`config.mk`:
```
export PLATFORM = sky130hd
export DESIGN_NAME = watchdog_ctl
export DESIGN_NICKNAME = d
export VERILOG_FILES = /design/src/rtl/wdg_pkg.sv /design/src/rtl/wdg_regs.sv /design/src/rtl/wdg_counter.sv /design/src/rtl/wdg_grace.sv /design/src/rtl/watchdog_ctl.sv
export SDC_FILE = /design/constraint.sdc
export NUM_CORES = 1
export LEC_CHECK = 0
export BUFFER_PORTS_ARGS = -buffer_cell sky130_fd_sc_hd__buf_4
export CELL_PAD_IN_SITES_DETAIL_PLACEMENT = 1
export CELL_PAD_IN_SITES_GLOBAL_PLACEMENT = 2
export CORE_MARGIN = 2
export CORE_UTILIZATION = 37
export DETAILED_ROUTE_END_ITERATION = 7
export GPL_TIMING_DRIVEN = 0
export PLACE_DENSITY_LB_ADDON = 0.1
export SLEW_MARGIN = 30
export SYNTH_ARGS = -nofsm -noshare
export SYNTH_HDL_FRONTEND = slang
export SYNTH_SLANG_ARGS = --single-unit
```
`constraint.sdc`:
```
create_clock -name clk -period 2 [get_ports clk]
set_input_delay 0.1 -clock clk [delete_from_list [all_inputs] [get_ports clk]]
set_output_delay 0.1 -clock clk [all_outputs]
set_load 0.02 [all_outputs]
```
`src/rtl/wdg_pkg.sv`:
```
package wdg_pkg;
  localparam int REG_W     = 7;
  localparam int F_RUN     = 0;
  localparam int F_IEN     = 1;
  localparam int F_REN     = 2;
  localparam int F_SEL_LO  = 3;
  localparam int F_FLAG    = 5;
  localparam int F_RESTART = 6;

  typedef enum logic [1:0] {
    GR_IDLE  = 2'd0,
    GR_WAIT  = 2'd1,
    GR_PULSE = 2'd2
  } grace_state_t;

  // Last count value before expiry for a given interval select.
  function automatic logic [31:0] wrap_value(input int unsigned base,
                                             input int unsigned step,
                                             input logic [1:0] sel);
    return (32'd1 << (base + step * 32'(sel))) - 32'd1;
  endfunction
endpackage

```
`src/rtl/wdg_regs.sv`:
```
module wdg_regs
  import wdg_pkg::*;
(
  input  logic             clk,
  input  logic             rst_n,
  input  logic             wr_en,
  input  logic [REG_W-1:0] wr_data,
  input  logic             timeout_evt,
  output logic             run,
  output logic             irq_en,
  output logic             rst_en,
  output logic [1:0]       sel,
  output logic             flag,
  output logic             restart,
  output logic [REG_W-1:0] rd_data
);
  logic flag_clr;

  assign restart  = wr_en && wr_data[F_RESTART];
  assign flag_clr = wr_en && (wr_data[F_FLAG] || wr_data[F_RESTART]);

  always_ff @(posedge clk or negedge rst_n) begin
    if (!rst_n) begin
      run    <= 1'b0;
      irq_en <= 1'b0;
      rst_en <= 1'b0;
      sel    <= 2'd0;
    end else if (wr_en) begin
      run    <= wr_data[F_RUN];
      irq_en <= wr_data[F_IEN];
      rst_en <= wr_data[F_REN];
      sel    <= wr_data[F_SEL_LO +: 2];
    end
  end

  always_ff @(posedge clk or negedge rst_n) begin
    if (!rst_n)           flag <= 1'b0;
    else if (timeout_evt) flag <= 1'b1;
    else if (flag_clr)    flag <= 1'b0;
  end

  always_comb begin
    rd_data                 = '0;
    rd_data[F_RUN]          = run;
    rd_data[F_IEN]          = irq_en;
    rd_data[F_REN]          = rst_en;
    rd_data[F_SEL_LO +: 2]  = sel;
    rd_data[F_FLAG]         = flag;
  end

  // flag survives any cycle with no clear or restart write
  a_r4_flag_sticky: assert property (@(posedge clk) disable iff (!rst_n)
    flag && !flag_clr |=> flag);
endmodule

```
`src/rtl/wdg_counter.sv`:
```
module wdg_counter
  import wdg_pkg::*;
#(
  parameter int TMO_BASE = 10,
  parameter int TMO_STEP = 2,
  localparam int CNT_W   = TMO_BASE + 3 * TMO_STEP
) (
  input  logic       clk,
  input  logic       rst_n,
  input  logic       run,
  input  logic       restart,
  input  logic [1:0] sel,
  output logic       timeout_evt
);
  logic [CNT_W-1:0] cnt;
  logic [31:0]      last;
  logic             at_last;

  assign last        = wrap_value(TMO_BASE, TMO_STEP, sel);
  assign at_last     = (32'(cnt) == last);
  assign timeout_evt = run && !restart && at_last;

  always_ff @(posedge clk or negedge rst_n) begin
    if (!rst_n)           cnt <= '0;
    else if (restart)     cnt <= '0;
    else if (timeout_evt) cnt <= '0;
    else if (run)         cnt <= cnt + CNT_W'(1);
  end

  // a stopped counter keeps its value
  a_r2_hold: assert property (@(posedge clk) disable iff (!rst_n)
    !run && !restart |=> $stable(cnt));
  // restart returns the count to zero
  a_r3_restart_zero: assert property (@(posedge clk) disable iff (!rst_n)
    restart |=> cnt == '0);
endmodule

```
`src/rtl/wdg_grace.sv`:
```
module wdg_grace
  import wdg_pkg::*;
#(
  parameter int GRACE_CLKS = 512,
  parameter int PULSE_CLKS = 4,
  localparam int GW = $clog2(GRACE_CLKS + 1),
  localparam int PW = $clog2(PULSE_CLKS + 1)
) (
  input  logic clk,
  input  logic rst_n,
  input  logic timeout_evt,
  input  logic rst_en,
  input  logic restart,
  output logic rst_out
);
  grace_state_t   state;
  logic [GW-1:0]  gcnt;
  logic [PW-1:0]  pcnt;
  logic           g_last;
  logic           p_last;

  assign g_last  = (gcnt == GW'(GRACE_CLKS - 1));
  assign p_last  = (pcnt == PW'(PULSE_CLKS - 1));
  assign rst_out = (state == GR_PULSE);

  always_ff @(posedge clk or negedge rst_n) begin
    if (!rst_n) begin
      state <= GR_IDLE;
      gcnt  <= '0;
      pcnt  <= '0;
    end else begin
      unique case (state)
        GR_IDLE: if (timeout_evt && rst_en) begin
          state <= GR_WAIT;
          gcnt  <= '0;
        end
        GR_WAIT: begin
          if (restart) begin
            state <= GR_IDLE;
          end else if (g_last) begin
            state <= GR_PULSE;
            pcnt  <= '0;
          end else begin
            gcnt <= gcnt + GW'(1);
          end
        end
        GR_PULSE: begin
          if (p_last) state <= GR_IDLE;
          else        pcnt  <= pcnt + PW'(1);
        end
        default: state <= GR_IDLE;
      endcase
    end
  end

  // the pulse starts only at the end of a full window
  a_r6_rise_after_window: assert property (@(posedge clk) disable iff (!rst_n)
    $rose(rst_out) |-> ($past(state) == GR_WAIT) && ($past(gcnt) == GW'(GRACE_CLKS - 1)));
  // the pulse is not cut short
  a_r6_pulse_holds: assert property (@(posedge clk) disable iff (!rst_n)
    rst_out && !p_last |=> rst_out);
  // restart inside the window disarms it
  a_r7_cancel: assert property (@(posedge clk) disable iff (!rst_n)
    (state == GR_WAIT) && restart |=> (state == GR_IDLE));
  // without reset enable a timeout arms nothing
  a_r8_no_arm: assert property (@(posedge clk) disable iff (!rst_n)
    (state == GR_IDLE) && timeout_evt && !rst_en |=> (state == GR_IDLE));
  // a second timeout does not rewind the window
  a_r9_no_rearm: assert property (@(posedge clk) disable iff (!rst_n)
    (state == GR_WAIT) && timeout_evt && !g_last |=> gcnt == $past(gcnt) + GW'(1));
endmodule

```
`src/rtl/watchdog_ctl.sv`:
```
module watchdog_ctl
  import wdg_pkg::*;
#(
  parameter int TMO_BASE   = 10,
  parameter int TMO_STEP   = 2,
  parameter int GRACE_CLKS = 512,
  parameter int PULSE_CLKS = 4
) (
  input  logic             clk,
  input  logic             rst_n,
  input  logic             wr_en,
  input  logic [REG_W-1:0] wr_data,
  output logic [REG_W-1:0] rd_data,
  output logic             irq,
  output logic             sys_rst
);
  logic       run;
  logic       irq_en;
  logic       rst_en;
  logic [1:0] sel;
  logic       flag;
  logic       restart;
  logic       timeout_evt;

  wdg_regs u_regs (
    .clk(clk), .rst_n(rst_n), .wr_en(wr_en), .wr_data(wr_data),
    .timeout_evt(timeout_evt), .run(run), .irq_en(irq_en), .rst_en(rst_en),
    .sel(sel), .flag(flag), .restart(restart), .rd_data(rd_data)
  );

  wdg_counter #(.TMO_BASE(TMO_BASE), .TMO_STEP(TMO_STEP)) u_cnt (
    .clk(clk), .rst_n(rst_n), .run(run), .restart(restart), .sel(sel),
    .timeout_evt(timeout_evt)
  );

  wdg_grace #(.GRACE_CLKS(GRACE_CLKS), .PULSE_CLKS(PULSE_CLKS)) u_grace (
    .clk(clk), .rst_n(rst_n), .timeout_evt(timeout_evt), .rst_en(rst_en),
    .restart(restart), .rst_out(sys_rst)
  );

  assign irq = flag && irq_en;

  // a restart leaves no interrupt pending on the next cycle
  a_r7_restart_drops_irq: assert property (@(posedge clk) disable iff (!rst_n)
    restart |=> !irq);
  // the interrupt appears only after a timeout event
  a_r2_irq_from_timeout: assert property (@(posedge clk) disable iff (!rst_n)
    $rose(flag) |-> $past(timeout_evt));
endmodule

```
==> flow_summary.ini <==
[run_status]
status = finished, final reports clean

[critical_path]
crit_type = register to register
end_kind = register
cp_cell_sequence = and4_1 > or4b_1 > buf_2 > o21a_1 > o211ai_1 > nand2_1
cp-start-kind = register
cpPeakStageDelay_ns = 0.48
r2r-start = u_cnt.cnt[3]$_DFFE_PN0P_
reg2regPathDepth = 6
r2r_slack_ns = 0.08
reg2reg_to = u_cnt.cnt[15]$_DFFE_PN0P_
crit_fanout = 6
path_buf_inv = 1
path_delay_family = simple AND/OR/NAND/NOR gates
required_ns = 2.18
slowest_stage = or4b_1
arrival_ns = 2.10

[timing]
finalHoldViolations = 0
fin_crit_sh_pct = 96.1
fin_crit_ns = 1.92
relSlewSlack_pct = 65.0
maxSlewViolCount = 0
finalSetupViolCount = 0
tightest_slew_ns = 0.525
finalClockSkew_ns = 0.0157
setup_tns_ns = 0
clock.fmax_mhz = 520
layout_setup_ws_ns = 0.0783

[logic_synthesis]
yosys-top-cells-area = dfrtp_1 (40%), nand2_1 (5.5%), a31oi_1 (3.8%)
synth.avg_cell_area_um2 = 9.19
seq_area_frac_synth_pct = 40.0
yosys.area.top_type = dfrtp_1
async_reset_ff_share_pct = 100
synth_top_area_share_pct = 40.0
ys_ff_latch = 37
netlist_area_um2 = 2320
synth_edf_count = 0
synth_cell_type_count = 56
yosys_most_used_dff = dfrtp_1
syn_nets = 267
synthCells = 252
yosys_warnings = 0

[clock_tree]
clk_pin_slew_ns = 0.08
cts_tree = yes
cts.path.max_buffers = 2
cts_max_level = 2
numCtsBuffers = 5
clk_latency_ns = 0.30
cts_sinks = 37
root_buffer = clkbuf_8

[route]
drtIter0Drc = 148
vias = 2039
vias_per_cell = 5.76
firstDrtPassIters = 4
wl_mm = 6.17
wl_per_cell_um = 17.4
drc = 0
final_antenna_net_count = 0

[placed_design]
place_congestion = 0.781
dpl.hpwl_mm = 4.38
portBuffers = 17
dp_slack_ns = -0.127
dp.cells = 344
place_area_um2 = 2540

[final_layout]
finalNonFillerCells = 354
layout_commonest_cell = dfrtp_1
nFillCells = 703
fin_area_um2 = 2720
final_layout_size_suffix_gt1_share_pct = 23.7
syn_to_final_growth_pct = 17.4
diodes = 0
layout_common_cells = dfrtp_1 (35), nand2_1 (33), buf_4 (24)
nets = 294

[power]
total_power_mw = 1.55
p_leak_nw = 1.15
ir_drop_uv = 238
p_per_area_nw_per_um2 = 572

[global_route]
antenna_found_initial = 0
grt_pass1_vias = 2033
grt_overflow_total = 0
grt_pass1_wl_mm = 10.2
grt_max_degree = 38
track_usage_pct = 18.1

[floorplanning]
die-area_um2 = 6910
core-area_um2 = 5990
start_util_pct = 38.7
ioPinCount = 19
rows = 28
die_w_um = 83.1
die_h_um = 83.1

[min_path]
min_path_cells = 3
hold_class = input pin to register
hold_start = wr_data[0]
holdPathEnd = u_regs.run$_DFFE_PN0P_

[job]
drv_cap = 0
-- sequential cells by signal, summed over array words and instances, names as in the netlist --
register and cells:
u_regs.irq_en 1, u_regs.flag 1, u_regs.sel 2, u_grace.state 2, u_grace.gcnt 10, u_regs.rst_en 1
u_regs.run 1, u_grace.pcnt 3, u_cnt.cnt 16
-- how the worst max path moves through the flow --
stage,from,end,cells after the start
4_1_cts,u_cnt.cnt[10]$_DFFE_PN0P_,u_grace.gcnt[3]$_DFFE_PN0P_,5
5_1_grt,u_cnt.cnt[10]$_DFFE_PN0P_,u_grace.gcnt[8]$_DFFE_PN0P_,6
2_1_floorplan,u_regs.sel[1]$_DFFE_PN0P_,u_grace.gcnt[8]$_DFFE_PN0P_,6
3_5_place_dp,u_regs.run$_DFFE_PN0P_,u_cnt.cnt[14]$_DFFE_PN0P_,6
3_3_place_gp,u_regs.run$_DFFE_PN0P_,u_cnt.cnt[14]$_DFFE_PN0P_,6
6_report,u_cnt.cnt[3]$_DFFE_PN0P_,u_cnt.cnt[15]$_DFFE_PN0P_,6
-- final cells by class --
cell class                 instances  area (µm²)  share of cell area (%)
inverter                          12        45.0                    1.66
clock buffer                       6        82.6                    3.04
timing repair buffer              20         153                    5.61
buffer                            16         101                    3.73
tap                               75        93.8                    3.45
multi-input combinational        187        1310                    48.1
sequential                        37         928                    34.1
clock inverter                     1        7.51                   0.276
-- what timing repair did --
item                       CTS  global route
setup endpoints to repair   10            24
setup buffers                0             2
hold buffers                 1             0
hold endpoints to repair    37             0
resized for setup            1            21
cloned                       0             0
pin swaps                    0             4
-- through the flow --
stage	util, %	hold WS (ns)
after floorplan	-	-0.196
after global placement	42.4	0.110
after detailed placement	42.4	0.106
after CTS	44.0	0.00705
after global routing	45.4	0.00614
final	45.4	0.0106
-- per-layer routing --
metal / global-route usage, % / wire length (µm) / vias to the layer above
met2: 27.3 / 2790 / 32
met5: 0 / 0 / -
met4: 4.92 / 55 / 0
li1: - / - / 989
met3: 3.58 / 203 / 5
met1: 26.5 / 3120 / 1013
-- cell usage after synthesis (all sizes together) (2+ instances only) --
cell type	number
or3	3
nand3	13
buf	9
and2	6
a41oi	5
nor2b	3
a31oi	14
o311ai	2
nor4b	2
and3	5
o21a	2
inv	12
nand4	8
a21boi	2
o211ai	9
dfrtp	37
and4	3
nand4b	2
o21ai	11
ha	5
clkbuf	7
nor3	11
o31ai	4
mux2	5
a311oi	3
a21oi	5
nor2	8
nand2	35
mux2i	3
-- tightest hold or removal path, cell delays in order --
cell and delay [ns]:
buf_4 0.08, nand2_1 0.04, o21ai_0 0.06
-- report_power, final --
part | switching (mW) | total (mW) | leakage (nW) | internal [mW]
Combinational | 0.122 | 0.203 | 0.645 | 0.0808
Clock | 0.276 | 0.548 | 0.0433 | 0.273
Sequential | 0.0321 | 0.803 | 0.459 | 0.770
-- cell families (layout without fill, tap and decap cells) --
| logic type | Yosys count | in the layout | share of synthesized area [%] |
|---|---|---|---|
| other cells | 1 | 1 | 0.162 |
| flops | 37 | 37 | 40.0 |
| fa+ha+maj | 5 | 5 | 2.70 |
| xor+xnor | 1 | 1 | 0.378 |
| mux | 8 | 8 | 3.73 |
| compound gates | 64 | 64 | 21.4 |
| simple gates | 108 | 108 | 25.8 |
| buf+inv | 28 | 55 | 5.89 |
No activity file was read; power rests on OpenSTA's default activity.
